**config.mk**
```make
export PLATFORM = sky130hd
export DESIGN_NAME = mii_tx_framer
export DESIGN_NICKNAME = d
export VERILOG_FILES = /design/src/rtl/mii_tx_pkg.sv /design/src/rtl/mii_tx_seq.sv /design/src/rtl/mii_tx_symgen.sv /design/src/rtl/mii_tx_errtrk.sv /design/src/rtl/mii_tx_framer.sv
export SDC_FILE = /design/constraint.sdc
export NUM_CORES = 1
export LEC_CHECK = 0
export BUFFER_PORTS_ARGS = -buffer_cell sky130_fd_sc_hd__buf_2
export CORE_ASPECT_RATIO = 2
export CORE_MARGIN = 8
export CORE_UTILIZATION = 50
export DETAILED_ROUTE_END_ITERATION = 8
export GPL_ROUTABILITY_DRIVEN = 0
export PLACE_DENSITY = 0.73
export SKIP_CTS_REPAIR_TIMING = 1
export SLEW_MARGIN = 20
export SYNTH_ARGS = -nofsm -noshare
export SYNTH_HDL_FRONTEND = slang
export SYNTH_SLANG_ARGS = --single-unit
```
**constraint.sdc**
```tcl
create_clock -name clk -period 6 [get_ports clk]
set_input_delay 0.3 -clock clk [delete_from_list [all_inputs] [get_ports clk]]
set_output_delay 0.3 -clock clk [all_outputs]
set_load 0.05 [all_outputs]
```
**src/rtl/mii_tx_pkg.sv**
```systemverilog
// Shared types and constants for the MII transmit framer.
// Assumes a 4-bit MII data path.
package mii_tx_pkg;
    localparam int MII_W = 4;

    typedef enum logic [1:0] {
        PH_IDLE = 2'd0,
        PH_PRE  = 2'd1,
        PH_DATA = 2'd2
    } phase_t;

    localparam logic [MII_W-1:0] NIB_PREAMBLE = 4'h5;
    localparam logic [MII_W-1:0] NIB_SFD_HI   = 4'hD;
endpackage

```
**src/rtl/mii_tx_seq.sv**
```systemverilog
// Frame sequencer: walks idle -> preamble -> data, counts preamble symbols
// and the symbols of the current byte, and requests bytes from the core.
// Assumes tick is a single-cycle strobe. The mode is latched at frame start.
module mii_tx_seq
    import mii_tx_pkg::*;
#(
    parameter  int PRE_OCTETS = 7,
    parameter  int BYTE_W     = 8,
    localparam int SYM_FAST   = (BYTE_W / MII_W) * (PRE_OCTETS + 1),
    localparam int SYM_SLOW   = BYTE_W * (PRE_OCTETS + 1),
    localparam int CNT_W      = $clog2(SYM_SLOW),
    localparam int POS_W      = $clog2(BYTE_W)
) (
    input  logic             clk,
    input  logic             rst_n,
    input  logic             tick,
    input  logic             speed_100,
    input  logic             in_valid,
    input  logic             in_last,
    output phase_t           phase,
    output logic [CNT_W-1:0] pre_cnt,
    output logic             fast,
    output logic             in_ready,
    output logic             take,
    output logic             start
);
    logic [POS_W-1:0] pos;
    logic             last_q;
    logic [CNT_W-1:0] pre_end;
    logic [POS_W-1:0] pos_end;
    logic             need_byte;

    // Decode the end of the preamble and of a byte, and the handshake.
    always_comb begin
        pre_end   = fast ? CNT_W'(SYM_FAST - 1) : CNT_W'(SYM_SLOW - 1);
        pos_end   = fast ? POS_W'(BYTE_W / MII_W - 1) : POS_W'(BYTE_W - 1);
        need_byte = ((phase == PH_PRE) && (pre_cnt == pre_end)) ||
                    ((phase == PH_DATA) && (pos == pos_end) && !last_q);
        in_ready  = tick && need_byte;
        take      = in_ready && in_valid;
        start     = tick && (phase == PH_IDLE) && in_valid;
    end

    // Advance the frame phase and counters on each selected tick.
    always_ff @(posedge clk) begin
        if (!rst_n) begin
            phase   <= PH_IDLE;
            pre_cnt <= '0;
            pos     <= '0;
            last_q  <= 1'b0;
            fast    <= 1'b0;
        end else if (tick) begin
            unique case (phase)
                PH_IDLE: begin
                    if (in_valid) begin
                        phase   <= PH_PRE;
                        pre_cnt <= '0;
                        fast    <= speed_100;
                    end
                end
                PH_PRE: begin
                    if (need_byte) begin
                        if (in_valid) begin
                            phase  <= PH_DATA;
                            pos    <= '0;
                            last_q <= in_last;
                        end else begin
                            phase <= PH_IDLE;
                        end
                    end else begin
                        pre_cnt <= pre_cnt + CNT_W'(1);
                    end
                end
                PH_DATA: begin
                    if (pos == pos_end) begin
                        if (last_q || !in_valid) begin
                            phase <= PH_IDLE;
                        end else begin
                            pos    <= '0;
                            last_q <= in_last;
                        end
                    end else begin
                        pos <= pos + POS_W'(1);
                    end
                end
                default: phase <= PH_IDLE;
            endcase
        end
    end
endmodule

```
**src/rtl/mii_tx_symgen.sv**
```systemverilog
// Symbol generator: holds the current byte in a shift register and forms
// the MII data symbol for the present phase and speed.
// Assumes BYTE_W is a multiple of the MII width. txd is decoded from state
// that only changes on a tick.
module mii_tx_symgen
    import mii_tx_pkg::*;
#(
    parameter  int PRE_OCTETS = 7,
    parameter  int BYTE_W     = 8,
    localparam int SYM_FAST   = (BYTE_W / MII_W) * (PRE_OCTETS + 1),
    localparam int SYM_SLOW   = BYTE_W * (PRE_OCTETS + 1),
    localparam int CNT_W      = $clog2(SYM_SLOW)
) (
    input  logic              clk,
    input  logic              rst_n,
    input  logic              tick,
    input  logic              take,
    input  logic              fast,
    input  phase_t            phase,
    input  logic [CNT_W-1:0]  pre_cnt,
    input  logic [BYTE_W-1:0] in_data,
    output logic [MII_W-1:0]  txd
);
    localparam logic [CNT_W-1:0] SFD_IDX  = CNT_W'(SYM_FAST - 1);
    localparam logic [CNT_W-1:0] TAIL_IDX = CNT_W'(SYM_SLOW - 2);

    logic [BYTE_W-1:0] shreg;

    // Load a new byte when it is taken, else shift out one symbol per tick.
    always_ff @(posedge clk) begin
        if (!rst_n) begin
            shreg <= '0;
        end else if (take) begin
            shreg <= in_data;
        end else if (tick && (phase == PH_DATA)) begin
            shreg <= fast ? (shreg >> MII_W) : (shreg >> 1);
        end
    end

    // Select the preamble, delimiter or data symbol for the wire.
    always_comb begin
        txd = '0;
        unique case (phase)
            PH_PRE: begin
                if (fast) begin
                    txd = (pre_cnt == SFD_IDX) ? NIB_SFD_HI : NIB_PREAMBLE;
                end else begin
                    txd[0] = (pre_cnt >= TAIL_IDX) ? 1'b1 : ~pre_cnt[0];
                end
            end
            PH_DATA: begin
                if (fast) begin
                    txd = shreg[MII_W-1:0];
                end else begin
                    txd[0] = shreg[0];
                end
            end
            default: txd = '0;
        endcase
    end
endmodule

```
**src/rtl/mii_tx_errtrk.sv**
```systemverilog
// Error tracker: remembers a coding-error request for the rest of a frame,
// and drops it on any collision tick. A collision beats a same-tick request.
// Assumes start, take and collision are only acted on with tick.
module mii_tx_errtrk (
    input  logic clk,
    input  logic rst_n,
    input  logic tick,
    input  logic start,
    input  logic take,
    input  logic err_req,
    input  logic collision,
    output logic err_q
);
    // Set on a flagged byte, clear on collision or on a new frame.
    always_ff @(posedge clk) begin
        if (!rst_n) begin
            err_q <= 1'b0;
        end else if (tick) begin
            if (collision) begin
                err_q <= 1'b0;
            end else if (take && err_req) begin
                err_q <= 1'b1;
            end else if (start) begin
                err_q <= 1'b0;
            end
        end
    end
endmodule

```
**src/rtl/mii_tx_framer.sv**
```systemverilog
// Top level of the dual-speed MII transmit framer.
// Picks the timing strobe, and joins the sequencer, symbol generator and
// error tracker. Assumes both strobes are synchronous single-cycle pulses.
module mii_tx_framer
    import mii_tx_pkg::*;
#(
    parameter  int PRE_OCTETS = 7,
    parameter  int BYTE_W     = 8,
    localparam int SYM_SLOW   = BYTE_W * (PRE_OCTETS + 1),
    localparam int CNT_W      = $clog2(SYM_SLOW)
) (
    input  logic              clk,
    input  logic              rst_n,
    input  logic              speed_100,
    input  logic              use_phy_clk,
    input  logic              phy_tick,
    input  logic              int_tick,
    input  logic [BYTE_W-1:0] in_data,
    input  logic              in_valid,
    input  logic              in_last,
    input  logic              in_err_req,
    input  logic              in_collision,
    output logic              in_ready,
    input  logic              rx_dv,
    output logic              link_ok,
    output logic              tx_en,
    output logic              tx_er,
    output logic [MII_W-1:0]  txd
);
    logic             tick;
    phase_t           phase;
    logic [CNT_W-1:0] pre_cnt;
    logic             frame_fast;
    logic             take;
    logic             start;
    logic             err_q;

    // Choose the strobe that times the outputs.
    assign tick = use_phy_clk ? phy_tick : int_tick;

    mii_tx_seq #(.PRE_OCTETS(PRE_OCTETS), .BYTE_W(BYTE_W)) i_seq (
        .clk      (clk),
        .rst_n    (rst_n),
        .tick     (tick),
        .speed_100(speed_100),
        .in_valid (in_valid),
        .in_last  (in_last),
        .phase    (phase),
        .pre_cnt  (pre_cnt),
        .fast     (frame_fast),
        .in_ready (in_ready),
        .take     (take),
        .start    (start)
    );

    mii_tx_symgen #(.PRE_OCTETS(PRE_OCTETS), .BYTE_W(BYTE_W)) i_symgen (
        .clk    (clk),
        .rst_n  (rst_n),
        .tick   (tick),
        .take   (take),
        .fast   (frame_fast),
        .phase  (phase),
        .pre_cnt(pre_cnt),
        .in_data(in_data),
        .txd    (txd)
    );

    mii_tx_errtrk i_errtrk (
        .clk      (clk),
        .rst_n    (rst_n),
        .tick     (tick),
        .start    (start),
        .take     (take),
        .err_req  (in_err_req),
        .collision(in_collision),
        .err_q    (err_q)
    );

    // Drive the frame enable, the error line (100 Mbit/s only) and link status.
    assign tx_en   = (phase != PH_IDLE);
    assign tx_er   = err_q && frame_fast && (phase != PH_IDLE);
    assign link_ok = rx_dv;
endmodule

```
# Yosys cells after proc, flatten, opt, wreduce, memory -nomap -nowiden
# Index checks and enable logic that the tools add are counted.
# classes
addsub,2
n_lt_le_gt_ge,1
eq_ne,13
mux,34
bitwise,1
reduce_logical,27
# op_table
op,count
two-way mux 3 bit,7
two-way mux 6 bit,3
two-way mux 8 bit,2
!= test 2 bit (second input constant),6
one-hot mux 6 bit (2 select lines),1
logical AND 1 bit,11
two-way mux 1 bit,10
two-way mux 2 bit,5
AND reduction 5 bit,2
one-hot mux 4 bit (2 select lines),1
nonzero test 2 bit,4
two-way mux 7 bit,1
adder 6 x 1 -> 6 bit (second input constant),1
equality test 6 x 4 -> 1 bit (second input constant),1
equality test 6 bit,1
greater-or-equal comparator 6 bit (second input constant),1
one-hot mux 2 bit (3 select lines),1
one-hot mux 3 bit (2 select lines),1
AND reduction 6 bit,1
two-way mux 4 bit,1
AND reduction 4 bit,1
adder 3 x 1 -> 3 bit (second input constant),1
equality test 3 bit,1
!= test 3 bit (second input constant),1
other kinds (11),13
# totals
register_bits,22
word_cells,85

# Depth between registers and ports, before layout
# Gate-level depths: netlist (run 1).
# depth
depth_word,10
mapped_depth,9

# Hierarchy
# Synthesis (run 1) repeated with hierarchy kept, for this count alone.
# unflattened
cells_unflattened,183
hier_area_um2,1529.0
# by_module_without_submodules
mod,n_inst,cells_each,area_per_inst_um2
mii_tx_seq,1,105,892.1
mii_tx_symgen,1,68,548.0
mii_tx_errtrk,1,6,50.0
mii_tx_framer,1,4,38.8

# Least setup slack after synthesis (run 1)
# No wires, ideal clock.
# synth_timing
kind,register to output
start,reg i_seq.phase[0]
end,out in_ready
t_arrival_ns,1.948
required_ns,5.700
setup_slack_ns,3.752
path_stages_with_launch,8
n_path_buf,1
path_cell_list,dfxtp_1 -> inv_1 -> ha_1 -> clkbuf_1 -> inv_1 -> a211o_1 -> and2_1 -> nor2_1
# synth_between
elab_chain_len,5
elab_cells_between_ends,7
cone_classes,2 x eq/ne; 5 x reduce/logical
# synth_lines
element,line_no,source
from (decl),mii_tx_seq.sv:20,"output phase_t phase,"
from (signal assigned),mii_tx_seq.sv:47,phase <= PH_IDLE;
from (signal assigned),mii_tx_seq.sv:56,phase <= PH_PRE;
from (signal assigned),mii_tx_seq.sv:64,phase <= PH_DATA;
equality test 2 bit,mii_tx_seq.sv:38,((phase == PH_DATA) && (pos == pos_end) && !last_q);
logical AND 1 bit (2 in series),mii_tx_seq.sv:38,
logical OR 1 bit *,mii_tx_seq.sv:37,need_byte = ((phase == PH_PRE) && (pre_cnt == pre_end)) ||
logical AND 1 bit *,mii_tx_seq.sv:39,in_ready = tick && need_byte;
to (decl),mii_tx_framer.sv:23,"output logic in_ready,"
# Mark *: on every way between the ends. The rest lies on a longest branch, timed or not.

# Worst setup path in the final report (run 1)
# layout_timing
start,reg i_seq.fast
end,out in_ready
# layout_between
elab_chain_len,6
elab_cells_between_ends,9
cone_classes,2 x eq/ne; 2 x mux; 5 x reduce/logical
# layout_lines
element,line_no,source
from (decl),mii_tx_seq.sv:22,"output logic fast,"
from (signal assigned),mii_tx_seq.sv:58,fast <= speed_100;
two-way mux 3 bit,mii_tx_seq.sv:36,pos_end = fast ? POS_W'(BYTE_W / MII_W - 1) : POS_W'(BYTE_W - 1);
equality test 3 bit,mii_tx_seq.sv:38,
logical AND 1 bit (2 in series),mii_tx_seq.sv:38,
logical OR 1 bit *,mii_tx_seq.sv:37,
logical AND 1 bit *,mii_tx_seq.sv:39,
# Marks and branches as above.

==> summary.log, run 1 <==
qor: status.run_status completed
qor: floorplanning.die_y 92.9 um
qor: floorplanning.core.rowCount 28
qor: setup_path.path_delay_family flip-flops
qor: detailed_routing.ant_nets 0
qor: setup_path.worst-endpoint-arrival 2210 ps
qor: grt.grt_pass1_vias 1376
qor: power_and_ir_drop.p_per_area 209 nW/um^2
qor: final_layout.syn_to_final_growth 12.9%
qor: power_and_ir_drop.power.share.switching 26.5%
qor: setup_path.reg2regPathDepth 5
qor: detailed_routing.routed_wl 3750 um
qor: power_and_ir_drop.seqPwrFrac 43.4%
qor: floorplanning.initial_utilization 51.4%
qor: worst_hold_path.hold_path_class in2reg
qor: timing.grt_setup_unrepaired no
qor: detailed_routing.drt_iter0_drc 40
qor: final_layout.post_route_cells_drive_above_1_share 19.8%
qor: power_and_ir_drop.clock_power_share 41.1%
qor: final_layout.num_antenna_cells 0
qor: setup_path.crit_slowest_cell sky130_fd_sc_hd__dfxtp_1
qor: final_layout.most-common-layout-cells sky130_fd_sc_hd__buf_2 (24), sky130_fd_sc_hd__dfxtp_1 (22), sky130_fd_sc_hd__nand2_1 (21)
qor: cts.tritoncts_clock_tree yes
qor: setup_path.r2r_slack 3520 ps
qor: synthesis.syn_area 1480 um^2
qor: timing.slew_violations 0
qor: cts.path_clk_slew 90 ps
qor: power_and_ir_drop.power_leakage 0.658 nW
qor: final_layout.final-instance-count-excl-fill 232
qor: place.place_inst 228
qor: setup_path.path_class reg2out
qor: final_layout.postLayoutCellArea 1670 um^2
qor: floorplanning.dieArea 5050 um^2
qor: place.post_dp_hpwl 2660 um
qor: detailed_routing.avgViaCountPerCell 6.25
qor: timing.highest_attainable_clock_frequency 398 MHz
qor: cts.clock_tree.buffer_depth 2
qor: synthesis.synth.ff_latch_count 22
qor: cts.clock_sink_count 22
qor: grt.antenna_found_initial 0
qor: timing.period_share 41.9%
qor: grt.globalRouteOverflowTotal 0
qor: setup_path.worst_r2r_src i_seq.fast
qor: timing.setup-violations-final 0
qor: synthesis.synth_edf_count 0
qor: detailed_routing.route.detailed.drc 0
qor: grt.grt_start_max_net_pins 29
qor: final_layout.nets 228
qor: cts.clock_latency 270 ps
qor: setup_path.critical_path_cell_count 5
qor: timing.max_slew.worst_pin.slew 665 ps
qor: setup_path.worst_setup_path_end_kind output port
qor: timing.timing.final.hold_violations 0
qor: synthesis.postSynth.asyncResetShare 0%
qor: setup_path.worstPathRequired 5700 ps
qor: power_and_ir_drop.comb_power_share 15.5%
qor: detailed_routing.drt_pass1_iterations 4
qor: place.place.port_buffers 24
qor: final_layout.layout.cells.most_common sky130_fd_sc_hd__buf_2
qor: synthesis.yosys_warnings 0
qor: run.maxCapViolCount 0
qor: synthesis.synth_sequential_area_ratio 29.8%
qor: setup_path.worstReg2RegEnd i_seq.pos[2]
qor: place.dpl_cell_area 1600 um^2
qor: grt.grt_pass1_wl 6270 um
qor: floorplanning.io_pins 27
qor: synthesis.synth_area_per_cell 8.07 um^2
qor: detailed_routing.detailroute.via_count 1449
qor: cts.h_tree_depth 1
qor: setup_path.path_max_fanout 15
qor: timing.fin_crit 2510 ps
qor: timing.timing.max_slew.rel_slack 55.4%
qor: synthesis.synthFlopType sky130_fd_sc_hd__dfxtp_1
qor: cts.cts.root.buffer_cell sky130_fd_sc_hd__clkbuf_8
qor: floorplanning.die_width 54.4 um
qor: setup_path.cpPeakStageDelay 640 ps
qor: grt.gr-usage-all-layers 15.4%
qor: power_and_ir_drop.cellInternalPower 0.000256 W
qor: power_and_ir_drop.ir_worst_vdd 0.000203 V
qor: detailed_routing.wl_per_cell 16.2 um
qor: power_and_ir_drop.p_total 0.000349 W
qor: synthesis.syn_nets 208
qor: setup_path.path_buf_inv 1
qor: synthesis.syn_inst 183
qor: cts.cts_inserted_buffers 3
qor: timing.setup_tns 0 ps
qor: floorplanning.coreArea 2870 um^2
qor: synthesis.synthDistinctLibCells 44
qor: timing.clock-skew-final 6.60 ps
qor: setup_path.worst_setup_path_startpoint i_seq.fast
qor: setup_path.timing.critical_path.to in_ready
qor: setup_path.startpoint_type register
qor: worst_hold_path.holdPathStages 3
qor: setup_path.cp_cell_sequence nand4bb_1 > a211o_1 > and2_1 > nor2_1 > buf_2
qor: place.pre_cts_ws 3590 ps
qor: timing.setup_ws 3490 ps
qor: power_and_ir_drop.p_switching 0.0000927 W
-- flip-flops by register name, indices dropped and copies added (netlist names) --
register / cells
i_symgen.shreg: 8
i_seq.phase: 2
i_seq.pre_cnt: 6
i_seq.fast: 1
i_seq.last_q: 1
i_errtrk.err_q: 1
i_seq.pos: 3
-- metrics by stage --
step           util, %  hold slack [ps]
6_report          58.0              261
5_1_grt           58.0              270
4_1_cts           58.0              259
3_5_place_dp      55.5              468
3_3_place_gp      55.5              459
2_1_floorplan        -              436
-- cell type report --
type                            instances  area [um^2]
Clock buffer                            3         41.3
Clock inverter                          1         30.0
Fill cell                             282         1210
Inverter                                9         33.8
Multi-Input combinational cell        143          963
Sequential cell                        22          440
Tap cell                               30         37.5
Timing Repair Buffer                   24          120
-- worst reg2reg max path: stages, from the launching register on --
cell and delay, ps:
sky130_fd_sc_hd__dfxtp_1 640, sky130_fd_sc_hd__nand4bb_1 350, sky130_fd_sc_hd__a2111oi_4 490, sky130_fd_sc_hd__nor3b_2 130, sky130_fd_sc_hd__or3_4 410, sky130_fd_sc_hd__o41ai_1 360
-- cell families (layout without fill, tap and decap cells) --
group                    count (synthesis)  in the layout  synth area share, %
buffers and inverters                   18             37                 4.92
AO/OA/AOI/OAI                           49             49                 23.3
multiplexers                            12             12                 8.56
AND/OR/NAND/NOR                         76             76                 28.3
flip-flops                              22             22                 29.8
adder cells (fa/ha/maj)                  6              6                 5.08
-- power groups by stage --
stage | clock network [W] | logic [W] | registers (W)
floorplan | 0 | 0.0000405 | 0.000153
global placement | 0 | 0.0000523 | 0.000155
detailed placement | 0 | 0.0000534 | 0.000155
CTS | 0.000143 | 0.0000538 | 0.000152
global route | 0.000147 | 0.0000605 | 0.000152
finish | 0.000143 | 0.0000541 | 0.000152
-- routing by layer --
metal	track usage (%)	wire (um)	up-vias
li1	-	-	715
met4	5.79	57	0
met3	1.28	137	6
met1	20.1	1680	692
met5	0	0	-
met2	24.9	1880	36
-- cells in the mapped netlist, types with 2 or more instances --
cell type	n	area, um^2
sky130_fd_sc_hd__dfxtp_1	22	440
sky130_fd_sc_hd__nand2_1	21	78.8
sky130_fd_sc_hd__nand3_1	14	70.1
sky130_fd_sc_hd__a21oi_1	11	55.1
sky130_fd_sc_hd__nor2_1	11	41.3
sky130_fd_sc_hd__o21ai_0	10	50.1
sky130_fd_sc_hd__inv_1	9	33.8
sky130_fd_sc_hd__clkbuf_1	7	26.3
sky130_fd_sc_hd__mux2i_1	7	70.1
sky130_fd_sc_hd__ha_1	6	75.1
sky130_fd_sc_hd__mux2_2	5	56.3
sky130_fd_sc_hd__nand2b_1	5	31.3
sky130_fd_sc_hd__o211ai_1	5	37.5
sky130_fd_sc_hd__a31oi_1	4	25.0
sky130_fd_sc_hd__nand4_1	4	25.0
sky130_fd_sc_hd__o311ai_0	4	35.0
sky130_fd_sc_hd__nor3_1	3	15.0
sky130_fd_sc_hd__or3b_2	3	26.3
sky130_fd_sc_hd__a211o_1	2	17.5
sky130_fd_sc_hd__and4_1	2	17.5
sky130_fd_sc_hd__nor2b_1	2	12.5
sky130_fd_sc_hd__o21a_1	2	15.0
sky130_fd_sc_hd__o31a_1	2	17.5
sky130_fd_sc_hd__o41ai_1	2	17.5
-- worst min path at each step --
stage                              start           endpoint
after floorplan                  in_last       i_seq.last_q
after global placement    i_errtrk.err_q     i_errtrk.err_q
after detailed placement  i_errtrk.err_q     i_errtrk.err_q
after CTS                      speed_100         i_seq.fast
after global routing             in_last       i_seq.last_q
final                         in_data[7]  i_symgen.shreg[7]
No activity file was read; power rests on OpenSTA's default activity.
==> run 2: changes to the inputs <==
clock period = 2.5 ns   (was 6 ns; I/O delays follow)
==> run 2 against run 1 <==
Setup slack lost 3200 ps; clock power grew 140%; hold slack lost 180 ps; sequential share of layout area shrank 0.35 points; critical path depth grew 2; sequential cell count is the same; combinational power grew to 2.6 times the previous value; clock-buffer cell count is the same; critical path type is now reg2reg; largest cell class unchanged.
==> summary.log, run 2 (synthesized netlist as in run 1, its figures left out) <==
qor: detailed_routing.avgViaCountPerCell 6.20
qor: worst_hold_path.holdPathStages 3
qor: floorplanning.core.rowCount 28
qor: timing.highest_attainable_clock_frequency 460 MHz
qor: final_layout.largestRegisters i_symgen.shreg: 8 flops, i_seq.pre_cnt: 6 flops, i_seq.pos: 3 flops
qor: power_and_ir_drop.clock_power_share 40.5%
qor: power_and_ir_drop.ir_worst_vdd 0.000361 V
qor: setup_path.reg2regPathDepth 7
qor: setup_path.r2r_slack 330 ps
qor: cts.clock_latency 270 ps
qor: detailed_routing.ant_nets 0
qor: setup_path.worstPathRequired 2700 ps
qor: floorplanning.die_y 92.9 um
qor: setup_path.startpoint_type register
qor: setup_path.path_max_fanout 16
qor: worst_hold_path.hold_path_startpoint speed_100
qor: detailed_routing.drt_pass1_iterations 4
qor: place.post_dp_hpwl 2750 um
qor: cts.cts_inserted_buffers 3
qor: grt.grt_pass1_vias 1416
qor: final_layout.syn_to_final_growth 14.4%
qor: timing.setup_tns 0 ps
qor: setup_path.worstReg2RegEnd i_symgen.shreg[5]
qor: status.run_status completed
qor: setup_path.worst_r2r_src i_seq.phase[1]
qor: final_layout.num_antenna_cells 0
qor: timing.timing.final.hold_violations 0
qor: setup_path.worst-endpoint-arrival 2380 ps
qor: timing.setup_ws 326 ps
qor: grt.antenna_found_initial 0
qor: final_layout.fillerInstances 285
qor: cts.tritoncts_clock_tree yes
qor: grt.grt_pass1_wl 6230 um
qor: setup_path.worst_setup_path_startpoint i_seq.phase[1]
qor: timing.period_share 87.0%
qor: detailed_routing.route.detailed.drc 0
qor: timing.clock-skew-final 2.82 ps
qor: power_and_ir_drop.power_leakage 0.674 nW
qor: power_and_ir_drop.seqPwrFrac 42.9%
qor: final_layout.layout.cells.most_common sky130_fd_sc_hd__buf_2
qor: worst_hold_path.hold_end i_seq.fast
qor: final_layout.most-common-layout-cells sky130_fd_sc_hd__buf_2 (24), sky130_fd_sc_hd__dfxtp_1 (22), sky130_fd_sc_hd__nand2_1 (21)
qor: power_and_ir_drop.cellInternalPower 0.000619 W
qor: cts.cts.root.buffer_cell sky130_fd_sc_hd__clkbuf_8
qor: timing.grt_setup_unrepaired no
qor: timing.setup-violations-final 0
qor: detailed_routing.detailroute.via_count 1457
qor: cts.h_tree_depth 1
qor: floorplanning.io_pins 27
qor: timing.timing.max_slew.rel_slack 55.6%
qor: final_layout.number_of_flip_flops_in_the_largest_register 8
qor: grt.globalRouteOverflowTotal 0
qor: worst_hold_path.hold_path_class in2reg
qor: setup_path.cpPeakStageDelay 500 ps
qor: grt.grt_start_max_net_pins 28
qor: grt.gr-usage-all-layers 15.6%
qor: place.place.port_buffers 24
qor: timing.max_slew.worst_pin.slew 661 ps
qor: detailed_routing.wl_per_cell 15.7 um
qor: floorplanning.die_width 54.4 um
qor: run.maxCapViolCount 0
qor: power_and_ir_drop.comb_power_share 16.6%
qor: detailed_routing.routed_wl 3700 um
qor: setup_path.crit_slowest_cell sky130_fd_sc_hd__or3b_2
qor: power_and_ir_drop.p_per_area 498 nW/um^2
qor: final_layout.post_route_cells_drive_above_1_share 21.0%
qor: floorplanning.dieArea 5050 um^2
qor: setup_path.path_class reg2reg
qor: floorplanning.coreArea 2870 um^2
qor: floorplanning.initial_utilization 51.4%
qor: cts.clock_tree.buffer_depth 2
qor: final_layout.regMostFlops i_symgen.shreg
qor: setup_path.worst_setup_path_end_kind register
qor: timing.fin_crit 2170 ps
qor: setup_path.cp_cell_sequence inv_1 > ha_1 > and4_1 > o211a_1 > o21a_1 > or3b_2 > a31oi_1
qor: cts.clock_sink_count 22
qor: power_and_ir_drop.power.share.switching 26.4%
qor: detailed_routing.drt_iter0_drc 28
qor: final_layout.nets 231
qor: cts.path_clk_slew 80 ps
qor: power_and_ir_drop.p_switching 0.000222 W
qor: timing.slew_violations 0
qor: place.pre_cts_ws 351 ps
## run 2: worst max path at each step
stage	to	slack, ps	depth (start not counted)
5_1_grt	i_seq.pos[2]	190	5
2_1_floorplan	in_ready	430	7
4_1_cts	i_seq.pos[2]	340	5
6_report	i_symgen.shreg[5]	330	7
3_3_place_gp	i_symgen.shreg[4]	390	7
3_5_place_dp	i_symgen.shreg[4]	350	7
## run 2: power by group through the flow
stage	logic, W	registers (W)	clock network (W)
after global placement	0.000136	0.000369	0
after CTS	0.000138	0.000361	0.000348
after detailed placement	0.000137	0.000369	0
final	0.000139	0.000361	0.000341
after floorplan	0.0000971	0.000367	0
after global routing	0.000153	0.000362	0.000354
## run 2: final cells by class
cell class / instances / area (um^2) / share of cell area [%]
clock buffer: 3 / 41.3 / 2.44
clock inverter: 1 / 30.0 / 1.78
inverter: 9 / 33.8 / 2.00
multi-input combinational: 143 / 963 / 57.0
sequential: 22 / 440 / 26.1
tap: 30 / 37.5 / 2.22
timing repair buffer: 27 / 143 / 8.44
## run 2: through the flow
step | cells | power (W) | hold slack, ps | area (um^2) | util [%]
global placement | 231 | 0.000505 | 251 | 1620 | 56.3
detailed placement | 231 | 0.000506 | 251 | 1620 | 56.3
floorplan | 183 | 0.000465 | 261 | 1480 | -
finish | 235 | 0.000842 | 81.9 | 1690 | 58.8
global route | 235 | 0.000869 | 89.9 | 1690 | 58.8
CTS | 235 | 0.000847 | 80.1 | 1690 | 58.8
## run 2: worst max-delay path: cells and delay by family (launching register included)
| family | cells | cell delay (ps) |
|---|---|---|
| buffers and inverters | 1 | 80 |
| AOI/OAI and AO/OA | 3 | 740 |
| adders and majority gates | 1 | 200 |
| DFF | 1 | 360 |
| and+or+nand+nor | 2 | 720 |
## run 2: layer usage
layer / vias to the layer above / wire length (um) / track usage [%]
li1: 718 / - / -
met1: 697 / 1640 / 18.7
met2: 35 / 1820 / 25.3
met3: 7 / 156 / 2.73
met4: 0 / 85 / 7.44
met5: - / 0 / 0
